**config.mk**
```make
export PLATFORM = sky130hd
export DESIGN_NAME = pin_function_ctrl
export DESIGN_NICKNAME = d
export VERILOG_FILES = /design/src/rtl/pfc_pkg.sv /design/src/rtl/pfc_sync.sv /design/src/rtl/pfc_regs.sv /design/src/rtl/pfc_lane.sv /design/src/rtl/pin_function_ctrl.sv
export SDC_FILE = /design/constraint.sdc
export NUM_CORES = 1
export LEC_CHECK = 0
export ABC_AREA = 0
export BUFFER_PORTS_ARGS = -buffer_cell sky130_fd_sc_hd__buf_4
export CORE_MARGIN = 2
export CORE_UTILIZATION = 35
export CTS_CLUSTER_DIAMETER = 50
export DETAILED_ROUTE_END_ITERATION = 16
export GPL_ROUTABILITY_DRIVEN = 0
export REMOVE_ABC_BUFFERS = 1
export SKIP_LAST_GASP = 1
export SYNTH_ARGS = -nofsm -noshare
export SYNTH_HDL_FRONTEND = slang
export SYNTH_SLANG_ARGS = --single-unit
```
**constraint.sdc**
```tcl
create_clock -name clk -period 1.5 [get_ports clk]
set_input_delay 0.15 -clock clk [delete_from_list [all_inputs] [get_ports clk]]
set_output_delay 0.15 -clock clk [all_outputs]
set_load 0.05 [all_outputs]
```
**src/rtl/pfc_pkg.sv**
```systemverilog
package pfc_pkg;

  typedef enum logic [1:0] {
    FN_PORT = 2'b00,
    FN_BUS  = 2'b01,
    FN_SER  = 2'b10,
    FN_BAD  = 2'b11
  } pin_fn_e;

  localparam logic [3:0] A_SELH_LO = 4'd0;
  localparam logic [3:0] A_SELH_UP = 4'd1;
  localparam logic [3:0] A_SELL_LO = 4'd2;
  localparam logic [3:0] A_SELL_UP = 4'd3;
  localparam logic [3:0] A_DIR_LO  = 4'd4;
  localparam logic [3:0] A_DIR_UP  = 4'd5;
  localparam logic [3:0] A_OUT_LO  = 4'd6;
  localparam logic [3:0] A_OUT_UP  = 4'd7;
  localparam logic [3:0] A_STATUS  = 4'd8;

  localparam int REG_W = 16;

endpackage

```
**src/rtl/pfc_sync.sv**
```systemverilog
module pfc_sync #(
  parameter int W      = 22,
  parameter int STAGES = 2
) (
  input  logic         clk,
  input  logic         rst_n,
  input  logic [W-1:0] d,
  output logic [W-1:0] q
);

  logic [W-1:0] stg [STAGES];

  always_ff @(posedge clk) begin
    if (!rst_n) begin
      for (int k = 0; k < STAGES; k++) stg[k] <= '0;
    end else begin
      stg[0] <= d;
      for (int k = 1; k < STAGES; k++) stg[k] <= stg[k-1];
    end
  end

  assign q = stg[STAGES-1];

endmodule

```
**src/rtl/pfc_regs.sv**
```systemverilog
module pfc_regs
  import pfc_pkg::*;
#(
  parameter int NUM_PINS = 22,
  parameter int BUS_W    = 8
) (
  input  logic                clk,
  input  logic                rst_n,
  input  logic                boot_ext8,
  input  logic                we,
  input  logic [3:0]          addr,
  input  logic [REG_W-1:0]    wdata,
  output logic [REG_W-1:0]    rdata,
  input  logic [NUM_PINS-1:0] port_view,
  output logic [NUM_PINS-1:0] sel_hi,
  output logic [NUM_PINS-1:0] sel_lo,
  output logic [NUM_PINS-1:0] dir,
  output logic [NUM_PINS-1:0] outl,
  output logic                err
);

  localparam int UPW = NUM_PINS - REG_W;

  logic [NUM_PINS-1:0] hi_q, lo_q, dir_q, out_q;
  logic [NUM_PINS-1:0] lo_rst;
  logic                err_q;
  logic                bad_any;
  logic                clr_req;

  always_comb begin
    lo_rst = '0;
    if (boot_ext8) lo_rst[BUS_W-1:0] = '1;
  end

  assign bad_any = |(hi_q & lo_q);
  assign clr_req = we && (addr == A_STATUS) && wdata[0];

  always_ff @(posedge clk) begin
    if (!rst_n) begin
      hi_q  <= '0;
      lo_q  <= lo_rst;
      dir_q <= '0;
      out_q <= '0;
    end else if (we) begin
      case (addr)
        A_SELH_LO: hi_q[REG_W-1:0]     <= wdata;
        A_SELH_UP: hi_q[NUM_PINS-1:REG_W]  <= wdata[UPW-1:0];
        A_SELL_LO: lo_q[REG_W-1:0]     <= wdata;
        A_SELL_UP: lo_q[NUM_PINS-1:REG_W]  <= wdata[UPW-1:0];
        A_DIR_LO:  dir_q[REG_W-1:0]    <= wdata;
        A_DIR_UP:  dir_q[NUM_PINS-1:REG_W] <= wdata[UPW-1:0];
        A_OUT_LO:  out_q[REG_W-1:0]    <= wdata;
        A_OUT_UP:  out_q[NUM_PINS-1:REG_W] <= wdata[UPW-1:0];
        default: ;
      endcase
    end
  end

  always_ff @(posedge clk) begin
    if (!rst_n)       err_q <= 1'b0;
    else if (bad_any) err_q <= 1'b1;
    else if (clr_req) err_q <= 1'b0;
  end

  always_comb begin
    rdata = '0;
    case (addr)
      A_SELH_LO: rdata = hi_q[REG_W-1:0];
      A_SELH_UP: rdata = REG_W'(hi_q[NUM_PINS-1:REG_W]);
      A_SELL_LO: rdata = lo_q[REG_W-1:0];
      A_SELL_UP: rdata = REG_W'(lo_q[NUM_PINS-1:REG_W]);
      A_DIR_LO:  rdata = dir_q[REG_W-1:0];
      A_DIR_UP:  rdata = REG_W'(dir_q[NUM_PINS-1:REG_W]);
      A_OUT_LO:  rdata = port_view[REG_W-1:0];
      A_OUT_UP:  rdata = REG_W'(port_view[NUM_PINS-1:REG_W]);
      A_STATUS:  rdata = REG_W'(err_q);
      default:   rdata = '0;
    endcase
  end

  assign sel_hi = hi_q;
  assign sel_lo = lo_q;
  assign dir    = dir_q;
  assign outl   = out_q;
  assign err    = err_q;

  AST_ERR_SETS: assert property (@(posedge clk) disable iff (!rst_n)
    bad_any |=> err_q);
  AST_ERR_STICKY: assert property (@(posedge clk) disable iff (!rst_n)
    (err_q && !clr_req) |=> err_q);
  AST_UPPER_ZERO: assert property (@(posedge clk) disable iff (!rst_n)
    (addr == A_SELH_UP || addr == A_SELL_UP || addr == A_DIR_UP || addr == A_OUT_UP)
      |-> (rdata[REG_W-1:UPW] == '0));
  AST_WRITE_NEXT: assert property (@(posedge clk) disable iff (!rst_n)
    (we && addr == A_DIR_LO) |=> (dir_q[REG_W-1:0] == $past(wdata)));

endmodule

```
**src/rtl/pfc_lane.sv**
```systemverilog
module pfc_lane
  import pfc_pkg::*;
#(
  parameter int IDX    = 0,
  parameter int BUS_W  = 8,
  parameter int RX_PIN = 0,
  parameter int TX_PIN = 1
) (
  input  logic       hi,
  input  logic       lo,
  input  logic       dir,
  input  logic       outl,
  input  logic       bus_wr,
  input  logic       bus_do,
  input  logic       txd,
  input  logic       alt_do,
  input  logic       pin_i,
  output logic       oe,
  output logic       dout,
  output logic [1:0] sel,
  output logic       bus_i,
  output logic       alt_i
);

  localparam bit IS_BUS = (IDX < BUS_W);
  localparam bit IS_RX  = (IDX == RX_PIN);
  localparam bit IS_TX  = (IDX == TX_PIN);

  pin_fn_e code;
  assign code = pin_fn_e'({hi, lo});

  always_comb begin
    oe    = dir;
    dout  = outl;
    sel   = FN_PORT;
    bus_i = 1'b0;
    alt_i = 1'b0;
    case (code)
      FN_BUS: begin
        if (IS_BUS) begin
          oe    = bus_wr;
          dout  = bus_do;
          sel   = FN_BUS;
          bus_i = pin_i;
        end
      end
      FN_SER: begin
        sel = FN_SER;
        if (IS_TX) begin
          oe   = 1'b1;
          dout = txd;
        end else if (IS_RX) begin
          oe   = 1'b0;
          dout = 1'b0;
        end else begin
          oe    = dir;
          dout  = alt_do;
          alt_i = pin_i;
        end
      end
      default: ;
    endcase
  end

endmodule

```
**src/rtl/pin_function_ctrl.sv**
```systemverilog
module pin_function_ctrl
  import pfc_pkg::*;
#(
  parameter int NUM_PINS    = 22,
  parameter int BUS_W       = 8,
  parameter int RX_PIN      = 0,
  parameter int TX_PIN      = 1,
  parameter int SYNC_STAGES = 2
) (
  input  logic                  clk,
  input  logic                  rst_n,
  input  logic                  boot_ext8,
  input  logic                  reg_we,
  input  logic [3:0]            reg_addr,
  input  logic [15:0]           reg_wdata,
  output logic [15:0]           reg_rdata,
  input  logic [NUM_PINS-1:0]   pin_in,
  output logic [NUM_PINS-1:0]   pin_oe,
  output logic [NUM_PINS-1:0]   pin_out,
  output logic [2*NUM_PINS-1:0] pin_sel,
  input  logic                  bus_wr,
  input  logic [BUS_W-1:0]      bus_dout,
  output logic [BUS_W-1:0]      bus_din,
  input  logic                  ser_txd,
  output logic                  ser_rxd,
  input  logic [NUM_PINS-1:0]   alt_dout,
  output logic [NUM_PINS-1:0]   alt_din
);

  logic [NUM_PINS-1:0] sel_hi, sel_lo, dir, outl, pin_sync, port_view;
  logic [NUM_PINS-1:0] lane_bus_i;
  logic                err;

  pfc_sync #(.W(NUM_PINS), .STAGES(SYNC_STAGES)) u_sync (
    .clk(clk), .rst_n(rst_n), .d(pin_in), .q(pin_sync)
  );

  assign port_view = (dir & outl) | (~dir & pin_sync);

  pfc_regs #(.NUM_PINS(NUM_PINS), .BUS_W(BUS_W)) u_regs (
    .clk(clk), .rst_n(rst_n), .boot_ext8(boot_ext8),
    .we(reg_we), .addr(reg_addr), .wdata(reg_wdata), .rdata(reg_rdata),
    .port_view(port_view),
    .sel_hi(sel_hi), .sel_lo(sel_lo), .dir(dir), .outl(outl), .err(err)
  );

  for (genvar i = 0; i < NUM_PINS; i++) begin : g_lane
    logic bdo;
    if (i < BUS_W) begin : g_bus
      assign bdo = bus_dout[i];
    end else begin : g_nobus
      assign bdo = 1'b0;
    end

    pfc_lane #(.IDX(i), .BUS_W(BUS_W), .RX_PIN(RX_PIN), .TX_PIN(TX_PIN)) u_lane (
      .hi(sel_hi[i]), .lo(sel_lo[i]), .dir(dir[i]), .outl(outl[i]),
      .bus_wr(bus_wr), .bus_do(bdo), .txd(ser_txd), .alt_do(alt_dout[i]),
      .pin_i(pin_in[i]),
      .oe(pin_oe[i]), .dout(pin_out[i]), .sel(pin_sel[2*i +: 2]),
      .bus_i(lane_bus_i[i]), .alt_i(alt_din[i])
    );

    AST_NO_BAD_SEL: assert property (@(posedge clk) disable iff (!rst_n)
      pin_sel[2*i +: 2] != 2'b11);
  end

  assign bus_din = lane_bus_i[BUS_W-1:0];
  assign ser_rxd = (pin_sel[2*RX_PIN +: 2] == FN_SER) ? pin_in[RX_PIN] : 1'b1;

  AST_TX_DRIVES: assert property (@(posedge clk) disable iff (!rst_n)
    (sel_hi[TX_PIN] && !sel_lo[TX_PIN]) |-> (pin_oe[TX_PIN] && pin_out[TX_PIN] == ser_txd));
  AST_RX_LISTENS: assert property (@(posedge clk) disable iff (!rst_n)
    (sel_hi[RX_PIN] && !sel_lo[RX_PIN]) |-> !pin_oe[RX_PIN]);
  AST_NO_WIDE_BUS: assert property (@(posedge clk) disable iff (!rst_n)
    lane_bus_i[NUM_PINS-1:BUS_W] == '0);
  AST_ERR_VISIBLE: assert property (@(posedge clk) disable iff (!rst_n)
    (reg_addr == A_STATUS) |-> (reg_rdata == {15'd0, err}));

endmodule

```
# Yosys cells after proc, flatten, opt, wreduce, memory -nomap -nowiden
# Memories as Yosys holds them, arrays and structs flattened.
# Cells that the tools add are included.
op_classes:
  bitwise_logic: 7
  muxes: 92
  eq_ne: 41
  reduce_logical: 14
op_table:
  columns: ["operator", "count"]
  rows:
  - ["$pmux W16 S9", 1]
  - ["$and A22 B22 Y22", 3]
  - ["$mux W1", 53]
  - ["$eq A2 B2 Y1 const B", 23]
  - ["$mux W22", 2]
  - ["$mux W8", 4]
  - ["$pmux W2 S2", 8]
  - ["$mux W2", 14]
  - ["$not A22 Y22", 1]
  - ["$or A22 B22 Y22", 1]
  - ["$reduce_or A22 Y1", 1]
  - ["$pmux W1 S2", 10]
  - ["$reduce_and A2 Y1", 9]
  - ["$eq A2 B1 Y1 const B", 8]
  - ["$eq A4 B3 Y1 const B", 4]
  - ["$eq A4 B2 Y1 const B", 2]
  - ["$eq A4 B1 Y1 const B", 1]
  - ["$eq A4 B4 Y1 const B", 1]
  - ["$logic_not A4 Y1", 1]
  - ["$ne A2 B1 Y1 const B", 2]
  - ["$logic_and A1 B1 Y1", 2]
  - ["$or A1 B1 Y1", 2]
  - ["$reduce_bool A2 Y1", 1]
totals:
  word_cells: 165
  inputBits: 78
  n_memories: 1
  mem_bits_rw: 44
  regBits: 89
  output_inout_bits: 135
mem_list:
  columns: ["memory", "depth", "word_bits", "rd", "rd_clocked_by_memory_dff", "write_ports", "line", "rtl"]
  rows:
  - ["u_sync.stg", 2, 22, 2, 0, 2, "pfc_sync.sv:11", "logic [W-1:0] stg [STAGES];"]

# Longest topological paths before layout
# Gate-level depths: netlist of the first run.
logic_depth:
  ltp_word: 5
  ltp_mapped: 8
  mapped_depth_nobuf: 4

# Modules after synthesis
# Synthesis of the first run repeated with hierarchy kept, for this count alone.
unflattened:
  cells_unflattened: 829
  area_unflattened_um2: 7632.3
by_module_without_submodules:
  columns: ["module", "area_per_inst_um2", "seq_area_each_um2", "cells_each", "instances"]
  rows:
  - ["pfc_regs", 4250.3, 1861.8, 485, 1]
  - ["pfc_sync", 1396.3, 880.8, 114, 1]
  - ["pfc_lane at g_lane[10].u_lane ...", 62.6, 0.0, 7, 14]
  - ["pfc_lane at g_lane[2].u_lane ...", 101.3, 0.0, 12, 6]
  - ["pin_function_ctrl", 320.3, 0.0, 32, 1]
  - ["pfc_lane at g_lane[1].u_lane", 92.6, 0.0, 14, 1]
  - ["pfc_lane at g_lane[0].u_lane", 88.8, 0.0, 14, 1]

# Worst setup path before layout of the first run
# Ideal clock, no wire load.
synth_path:
  kind: "input-to-output"
  start: "input reg_addr[1]"
  end: "output reg_rdata[1]"
  path_buffers: 3
  setup_slack_ns: -0.623
  path_stages: 6
  t_required_ns: 1.350
  t_arrival_ns: 1.973
  cell_sequence: "buf_4 buf_4 buf_2 nor2_1 a31oi_1 o21ai_0"
synth_via:
  elab_chain_cells: 2
  word_cells_on_any_way: 10
  cone_classes: "8 x eq/ne; 1 x mux; 1 x reduce/logical"
synth_lines:
  columns: ["element", "line", "rtl"]
  rows:
  - ["start, declared", "pin_function_ctrl.sv:14", "input logic [3:0] reg_addr,"]
  - ["$eq A4 B4 Y1 (tied with other cells)", "pfc_regs.sv:67", "case (addr)"]
  - ["$pmux W16 S9 (*)", "pfc_regs.sv:67", null]
  - ["end, declared", "pin_function_ctrl.sv:16", "output logic [15:0] reg_rdata,"]
# Mark *: on every way between the ends. The rest lies on a longest branch, timed or not.

# Worst setup path in the final report of the first run
layout_path:
  start: "register u_regs.lo_q[0] (netlist: u_regs.sel_lo[0])"
  end: "output reg_rdata[0]"
layout_via:
  elab_chain_cells: 1
layout_lines:
  columns: ["element", "line", "rtl"]
  rows:
  - ["start, declared", "pfc_regs.sv:24", "logic [NUM_PINS-1:0] hi_q, lo_q, dir_q, out_q;"]
  - ["start signal, assigned", "pfc_regs.sv:41", "lo_q <= lo_rst;"]
  - ["start signal, assigned by index", "pfc_regs.sv:48", "A_SELL_LO: lo_q[REG_W-1:0] <= wdata;"]
  - ["start signal, assigned by index", "pfc_regs.sv:49", "A_SELL_UP: lo_q[NUM_PINS-1:REG_W] <= wdata[UPW-1:0];"]
  - ["$pmux W16 S9", "pfc_regs.sv:67", null]
# No other way between the ends.

==> results of run 1 <==
[through the flow]
step / hold slack [ns] / area, µm²
3_5_place_dp: 0.3686 / 9351
6_report: 0.02612 / 12630
2_1_floorplan: 0.2675 / 6674
5_1_grt: 0.04053 / 12630
4_1_cts: 0.01446 / 12110
3_3_place_gp: 0.3664 / 9351
[state kept, by name, summed over array words and instances, names as in the netlist]
signal,flops
u_regs.outl,22
u_regs.err,1
u_regs.sel_lo,22
u_sync.stg,44
u_regs.dir,22
u_regs.sel_hi,22
[per-layer routing]
metal / GRT usage [%] / vias to the layer above / wire length [µm]
met5: 0 / - / 0
met4: 7.075 / 0 / 601
met3: 5.212 / 46 / 1627
met2: 37.95 / 245 / 12750
met1: 26.76 / 3320 / 10210
li1: - / 3310 / -
[cells in the final DEF, fill, tap and decap left out, drive strengths merged, types with 30 or more instances in the layout]
cell type / Yosys / layout
buf: 110 / 354
nand2: 154 / 154
dfxtp: 125 / 125
and2: 75 / 75
a21boi: 56 / 56
nor2b: 43 / 43
ha: 40 / 40
inv: 30 / 33
dlygate4sd3: 0 / 32
mux2i: 30 / 30
[cell type report]
type	count	area, µm²
Timing Repair Buffer	386	3960
Multi-Input combinational cell	564	4746
Inverter	30	146.4
Clock buffer	17	425.4
Tap cell	275	344.1
Clock inverter	15	193.9
Fill cell	1702	8392
Sequential cell	133	2814
[worst min path at each step]
stage	endpoint	from	slack (ns)
floorplan	u_regs.err	rst_n	0.27
global placement	u_sync.stg[0][14]	pin_in[14]	0.37
detailed placement	u_sync.stg[0][15]	pin_in[15]	0.37
CTS	u_regs.outl[2]	reg_wdata[2]	0.01
global route	u_regs.outl[2]	reg_wdata[2]	0.04
finish	u_regs.outl[2]	reg_wdata[2]	0.03
[report_power, final]
part	internal [mW]	switching [mW]	total (mW)
combinational	1.04	1.17	2.21
sequential	3.66	0.0644	3.73
clock	2.65	1.73	4.39
total	7.36	2.97	10.3
[Yosys cell counts (all sizes together) (4+ instances only)]
library cell,count
edfxtp,8
inv,30
nand3,10
dfxtp,125
nor2b,43
mux2,19
nand2b,5
a21oi,16
nor2,4
a32oi,10
o21ai,19
a22oi,11
and2,75
a31oi,4
mux2i,30
a32o,4
clkbuf,26
ha,40
nand2,154
nor3b,4
a21boi,56
mux4,4
o211ai,11
buf,110
[cells by family (layout without fill, tap and decap cells)]
family	after synthesis	after routing	synth area share, %
other	1	16	0.04991
muxes	53	53	8.043
DFF	133	133	36.50
adders and majority gates	40	40	6.661
and+or+nand+nor	312	312	21.82
buffers and inverters	166	448	13.42
AOI/OAI and AO/OA	143	143	13.51
[timing repair]
action / 4_1_cts / 5_1_grt
cloned: 3 / 0
setup endpoints to repair: 100 / 95
pin swaps: 55 / 45
setup buffers: 55 / 24
hold buffers: 32 / 0
resized for setup: 368 / 119
hold endpoints to repair: 56 / 0
[worst min-delay path: stages]
cell and delay (ns):
buf_4 0.15, nand2_1 0.06, a21boi_1 0.05
==> results list, run 1 <==
* Status: finished, violations left
- The final reports fail on negative setup slack.
- Mean instance size in the synthesized netlist: 8.860 µm²
* Number of clock buffers inserted by TritonCTS: 17
- Yosys attributes the largest share of cell area to dfxtp_1, buf_4, nand2_1.
- The smallest clock period supported by the final layout is computed as slightly above 2 ns.
- CP endpoint: reg_rdata[0]
* Synth-to-layout area growth: 68.09%
- Initial DRT Pass Iterations: 7
* Largest net degree at the start of global routing: 90
* Num ports: roughly 210
- Data arrives at the worst endpoint at 1.90 ns.
- TritonCTS built the clock tree.
- Reg-to-Reg End: u_regs.err
* Post-Syn Instances: 848
* Fraction of the core area covered by cells at the end of the flow: about 60%
- Synth warnings: 0
* Clock Skews: 0.009796 ns
- Once detailed placement completed, the half-perimeter wirelength came to 16090 µm.
* Proportion of synthesized chip area in sequential cells: 36.50%
* Max incr delay on CP: between 0.4 and 0.5 ns
- Deepest level of the CTS H-tree: 4
- Max Clk Rate: 486.7 MHz
- The most used flip-flop cell after synthesis is dfxtp_1.
- Logic depth of the worst register-to-register path: 7
* Category of the worst setup path capture point: output port
- P per Cell Area: 817.8 nW/µm²
* Yosys reg bits: about 130
- Across the run, the number of max-cap violations was 0.
- Core ar.: approximately 21000 µm²
- VDD sags by at most 699.7 µV.
- Clock-pin transition on the worst setup and hold timing paths: 0.06 ns
- Setup slack on the worst reg-to-reg path comes out at -0.09 ns.
- The die covers approximately 23000 µm².
- Stages on the worst setup path: 4
* Data required time of the worst path: 1.35 ns
- Final hold violation count: 0
* Final max-slew violation count: 0
- PnR worst setup slack: -0.5545 ns
* GRT Residual Overflow: 0
- Effective utilization at floorplan: 35.74%
- Dividing the detail-routed via count by the number of cells gives 4.874.
- Overall power consumption after layout is estimated at 10.33 mW.
* Quantity of I/O buffers inserted on ports: 194
- The final layout contains roughly 1300 nets.
- Unrepaired setup endpoints after global routing: true
- Ordered cell list for the critical path: mux4_2, mux2i_1, o221ai_1, buf_4
* Cell taking the most area after synthesis: dfxtp_1
* Fin cells: 1420
* Clock root cell: clkbuf_16
* Global-route wire length before repair: 37630 µm
- For this design, the sink count on the clock tree is about 130.
- Summing every instance area after synthesis gives 7513 µm².
- Family with the most delay on the worst path: multiplexers
* Number of antenna-violating nets in the routed design: 0
- Worst hold path stage count: 3
- Number of design rule violations left after detail routing: 0
- For the worst-skew pair, the clock arrives at the later sink with an insertion delay of roughly 0.43 ns.
- Measured along the y axis, the die boundary spans 150.5 µm.
- Of all nets on the critical path, the largest fanout is 2.
- Number of buffer and inverter instances along the worst setup path: 1
- Routed len/inst: 17.74 µm
- Minimum setup slack after placement: -0.1516 ns
- Share of final-layout standard cells stronger than drive strength 1: 51.53%
- The worst register-to-register path begins at u_regs.sel_lo[4].
- Type of the setup path with the least slack: flip-flop to output port
- Path category of the worst min-delay check: input pin to flip-flop
- LEAKAGE: roughly 5.2 nW
- Proportion of netlist area held by the largest area contributor: 33.31%
- Number of enable flip-flop cells after synthesis: 8
* Routed Wire Length: 25190 µm
- Setup violations remaining at the end of the flow were counted as 78.
* Number of inserted diodes: 0
* Number of global-route vias before repair: between 6000 and 7000
- Die width: 150.5 µm
* Via count: ~7000
* Share of synthesized registers carrying an async set or reset: 0%
- For this design, the slowest cell found on the critical path is mux4_2.
- Post-Route Setup TNS: -12.32 ns
* Final period utilization: 137.0%
- Number of DRC markers after the initial detailed-route iteration: 252
- Placed Instances: 1288
- Yosys mapped the design onto 53 distinct sky130hd cell types.
- Counting along the longest clock path gives a buffer depth of 2.
- After floorplanning, the core was divided into 53 placement rows.
- The critical path starts at u_regs.sel_lo[0].
- The number of antenna violations at the first check in global routing was 0.
- Critical path startpoint category: flip-flop
- Global routing consumed, over all layers together, 21.93% of the routing resources.
(Power assumes the default switching activity.)
==> run 2, diff against run 1 <==
--- a/config.mk
+++ b/config.mk
@@ -8,10 +8,11 @@
 export ABC_AREA = 0
 export BUFFER_PORTS_ARGS = -buffer_cell sky130_fd_sc_hd__buf_4
 export CORE_MARGIN = 2
-export CORE_UTILIZATION = 35
+export CORE_UTILIZATION = 40
 export CTS_CLUSTER_DIAMETER = 50
 export DETAILED_ROUTE_END_ITERATION = 16
 export GPL_ROUTABILITY_DRIVEN = 0
+export PLACE_DENSITY = 0.74
 export REMOVE_ABC_BUFFERS = 1
 export SKIP_LAST_GASP = 1
 export SYNTH_ARGS = -nofsm -noshare
==> results list, run 2 (synthesis gave the netlist of run 1 again) <==
* Clock-pin transition on the worst setup and hold timing paths: 0.06 ns
* Number of global-route vias before repair: 7126
- Clock tree synthesis selected as its root buffer the cell clkbuf_16.
- After floorplanning, the core was divided into 50 placement rows.
- During I/O placement, the number of pins put on the boundary was 213.
* Number of vias per cell after detailed routing: roughly 5.2
* Routed Wire Length: 26000 µm
* Effective utilization at floorplan: 40.44%
- Via count: a little over 7000
- Setup violations remaining at the end of the flow were counted as 77.
- CTS sink cnt: roughly 130
* Vertical die dimension: 141.1 µm
* Largest net degree at the start of global routing: 47
- Highest routed layer: met4
- Dividing the detail-routed wire length by the instance count gives 18.87 µm.
- Global-route wire length before repair: roughly 38000 µm
- The total count of hold-check failures in the final report came to 0.
- Latest clock arrival within the worst-skew pair: 0.42 ns
- Most used cells in the layout excluding fill and tap cells: buf_4, nand2_1, dfxtp_1
- The number of antenna violations at the first check in global routing came to 0.
* Violated checks: negative setup slack
- Across all register-to-register paths, the minimum setup slack is -0.20 ns.
* Max Clk Rate: 496.9 MHz
- DPL Wire Length: 15750 µm
- The max-slew violation total from the final report was 0.
* Type of the setup path with the least slack: flip-flop to output port
* Die width: 141.1 µm
- Post-Route Setup TNS: -12.88 ns
- Dividing total power by cell area gives a power density of 822.2 nW/µm².
- Counting flops per register, the top entry is u_sync.stg.
- Unrepaired setup endpoints after global routing: true
* Filler instances: 1273
- DRT met1 WL: a little over 10000 µm
- The register with the most flip-flops in the layout has between 40 and 50 of them.
- Share of final-layout standard cells stronger than drive strength 1: 51.40%
- In the routed design, unresolved DRC markers number 0.
- Total length of routed met3 wires: 1586 µm
- Number of antenna-violating nets in the routed design: 0
- Number of DRC markers after the initial detailed-route iteration: 441
* Net switching share of the total power: 27.35%
- In the finished design, the share of the clock period the worst path needs comes to 134.2%.
* Fraction of the core area covered by cells at the end of the flow: 66.56%
* Data required time of the worst path: about 1.4 ns
- LEAKAGE: 5.226 nW
* Int Pwr: 7.387 mW
* Leading cell type in the layout, fill and taps excluded: buf_4
- Switching component of the power: approximately 2.8 mW
- Core ar.: 18580 µm²
* Largest buffer count on any clock path: 2
- Final critical path time including I/O delays and setup: 2.012 ns
* Synth-to-layout area growth: 64.60%
* Category of the worst setup path capture point: output port
* PnR worst setup slack: -0.5125 ns
- TritonCTS built the clock tree.
- Number of inserted diodes: 0
* Clock Skews: 0.008627 ns
- Across the run, the number of max-cap violations was 0.
- Deepest level of the CTS H-tree: 4
- Critical path startpoint category: flip-flop
- Overall global routing resource usage: 24.80%
* Initial DRT Pass Iterations: 5
- Of all nets on the critical path, the largest fanout is 2.
- Final #Nets: 1250
- Sum of met2 wire segment lengths after detailed routing: 13640 µm
- The flow ran to the end, but the final reports show violations.
- The die covers 19900 µm².
- Max VDD drop: 823.4 µV
- Path category of the worst min-delay check: input pin to flip-flop
- In this run, flip-flops and latches consume 36.8% of the power.
- Counting the buffers created by CTS gives 17.
- The total overflow left after global routing is 0.
* CP Data Arrival Time: approximately 1.9 ns
- Summing internal, switching and leakage power gives about 10 mW.
- Quantity of I/O buffers inserted on ports: 194
* Share of power burned in the clock network: 41.7%
- Logic pwr share: 21.5%
==> run 2: changes by cell type in the layout (fill, tap and decap cells not counted), sizes merged <==
cell         delta
clkinvlp        -2
clkinv          -2
dlygate4sd3     -3
clkbuf          +8
inv             -2
bufinv          -1
buf             +1
==> run 2: path summary, 6_finish.rpt <==
kind	to	start	depth (start not counted)
max	reg_rdata[1]	u_regs.sel_lo[1]	5
min	u_regs.dir[9]	reg_wdata[9]	3
max reg2reg	u_regs.err	u_regs.sel_lo[1]	8
min reg2reg	u_sync.stg[0][32]	u_sync.stg[0][10]	1
==> run 2: area by class of cell <==
class                   instances  area, µm²  area share [%]
clock buffers                  23      509.2           4.118
clock inverters                 8      92.59          0.7487
inverters                      30      133.9           1.083
multi-input cells             564       4666           37.73
flip-flops and latches        133       2806           22.69
well taps                     234      292.8           2.367
repair buffers                386       3866           31.26
==> run 2: per-stage QoR <==
stage | cell area (µm²) | instances | hold WS (ns) | worst slack (ns)
2_1_floorplan | 6674 | 727 | 0.2675 | -1.734
4_1_cts | 11870 | 1358 | 0.0002955 | -0.5281
6_report | 12370 | 1378 | 0.009081 | -0.5125
3_3_place_gp | 9278 | 1249 | 0.3655 | -0.1611
5_1_grt | 12370 | 1378 | 0.006722 | -0.5733
3_5_place_dp | 9278 | 1249 | 0.3674 | -0.1836
==> run 2: worst max-delay path, cell delays in order (launching register included) <==
cell and delay [ns]:
edfxtp_1 0.43, mux4_2 0.48, nor2b_4 0.14, a31oi_1 0.12
o21ai_1 0.11, buf_6 0.16
==> run 2: power groups by stage <==
stage	logic (mW)	clock network, mW	registers, mW
detailed placement	1.53	0	3.82
CTS	2.02	4.29	3.74
global placement	1.51	0	3.81
floorplan	0.796	0	3.82
global route	2.28	4.47	3.75
finish	2.18	4.24	3.74
==> run 2: repair_timing <==
| action | 4_1_cts | 5_1_grt |
|---|---|---|
| hold endpoints to repair | 34 | 0 |
| pin swaps | 45 | 40 |
| setup buffers | 49 | 28 |
| cloned | 2 | 1 |
| setup endpoints to repair | 95 | 94 |
| hold buffers | 29 | 0 |
| gates resized for setup | 364 | 98 |
==> run 2: layer usage <==
layer  vias up  global-route usage [%]
li1       3304                       -
met1      3463                   28.21
met2       302                   44.80
met3        54                   6.420
met4         0                   9.000
met5         -                       0
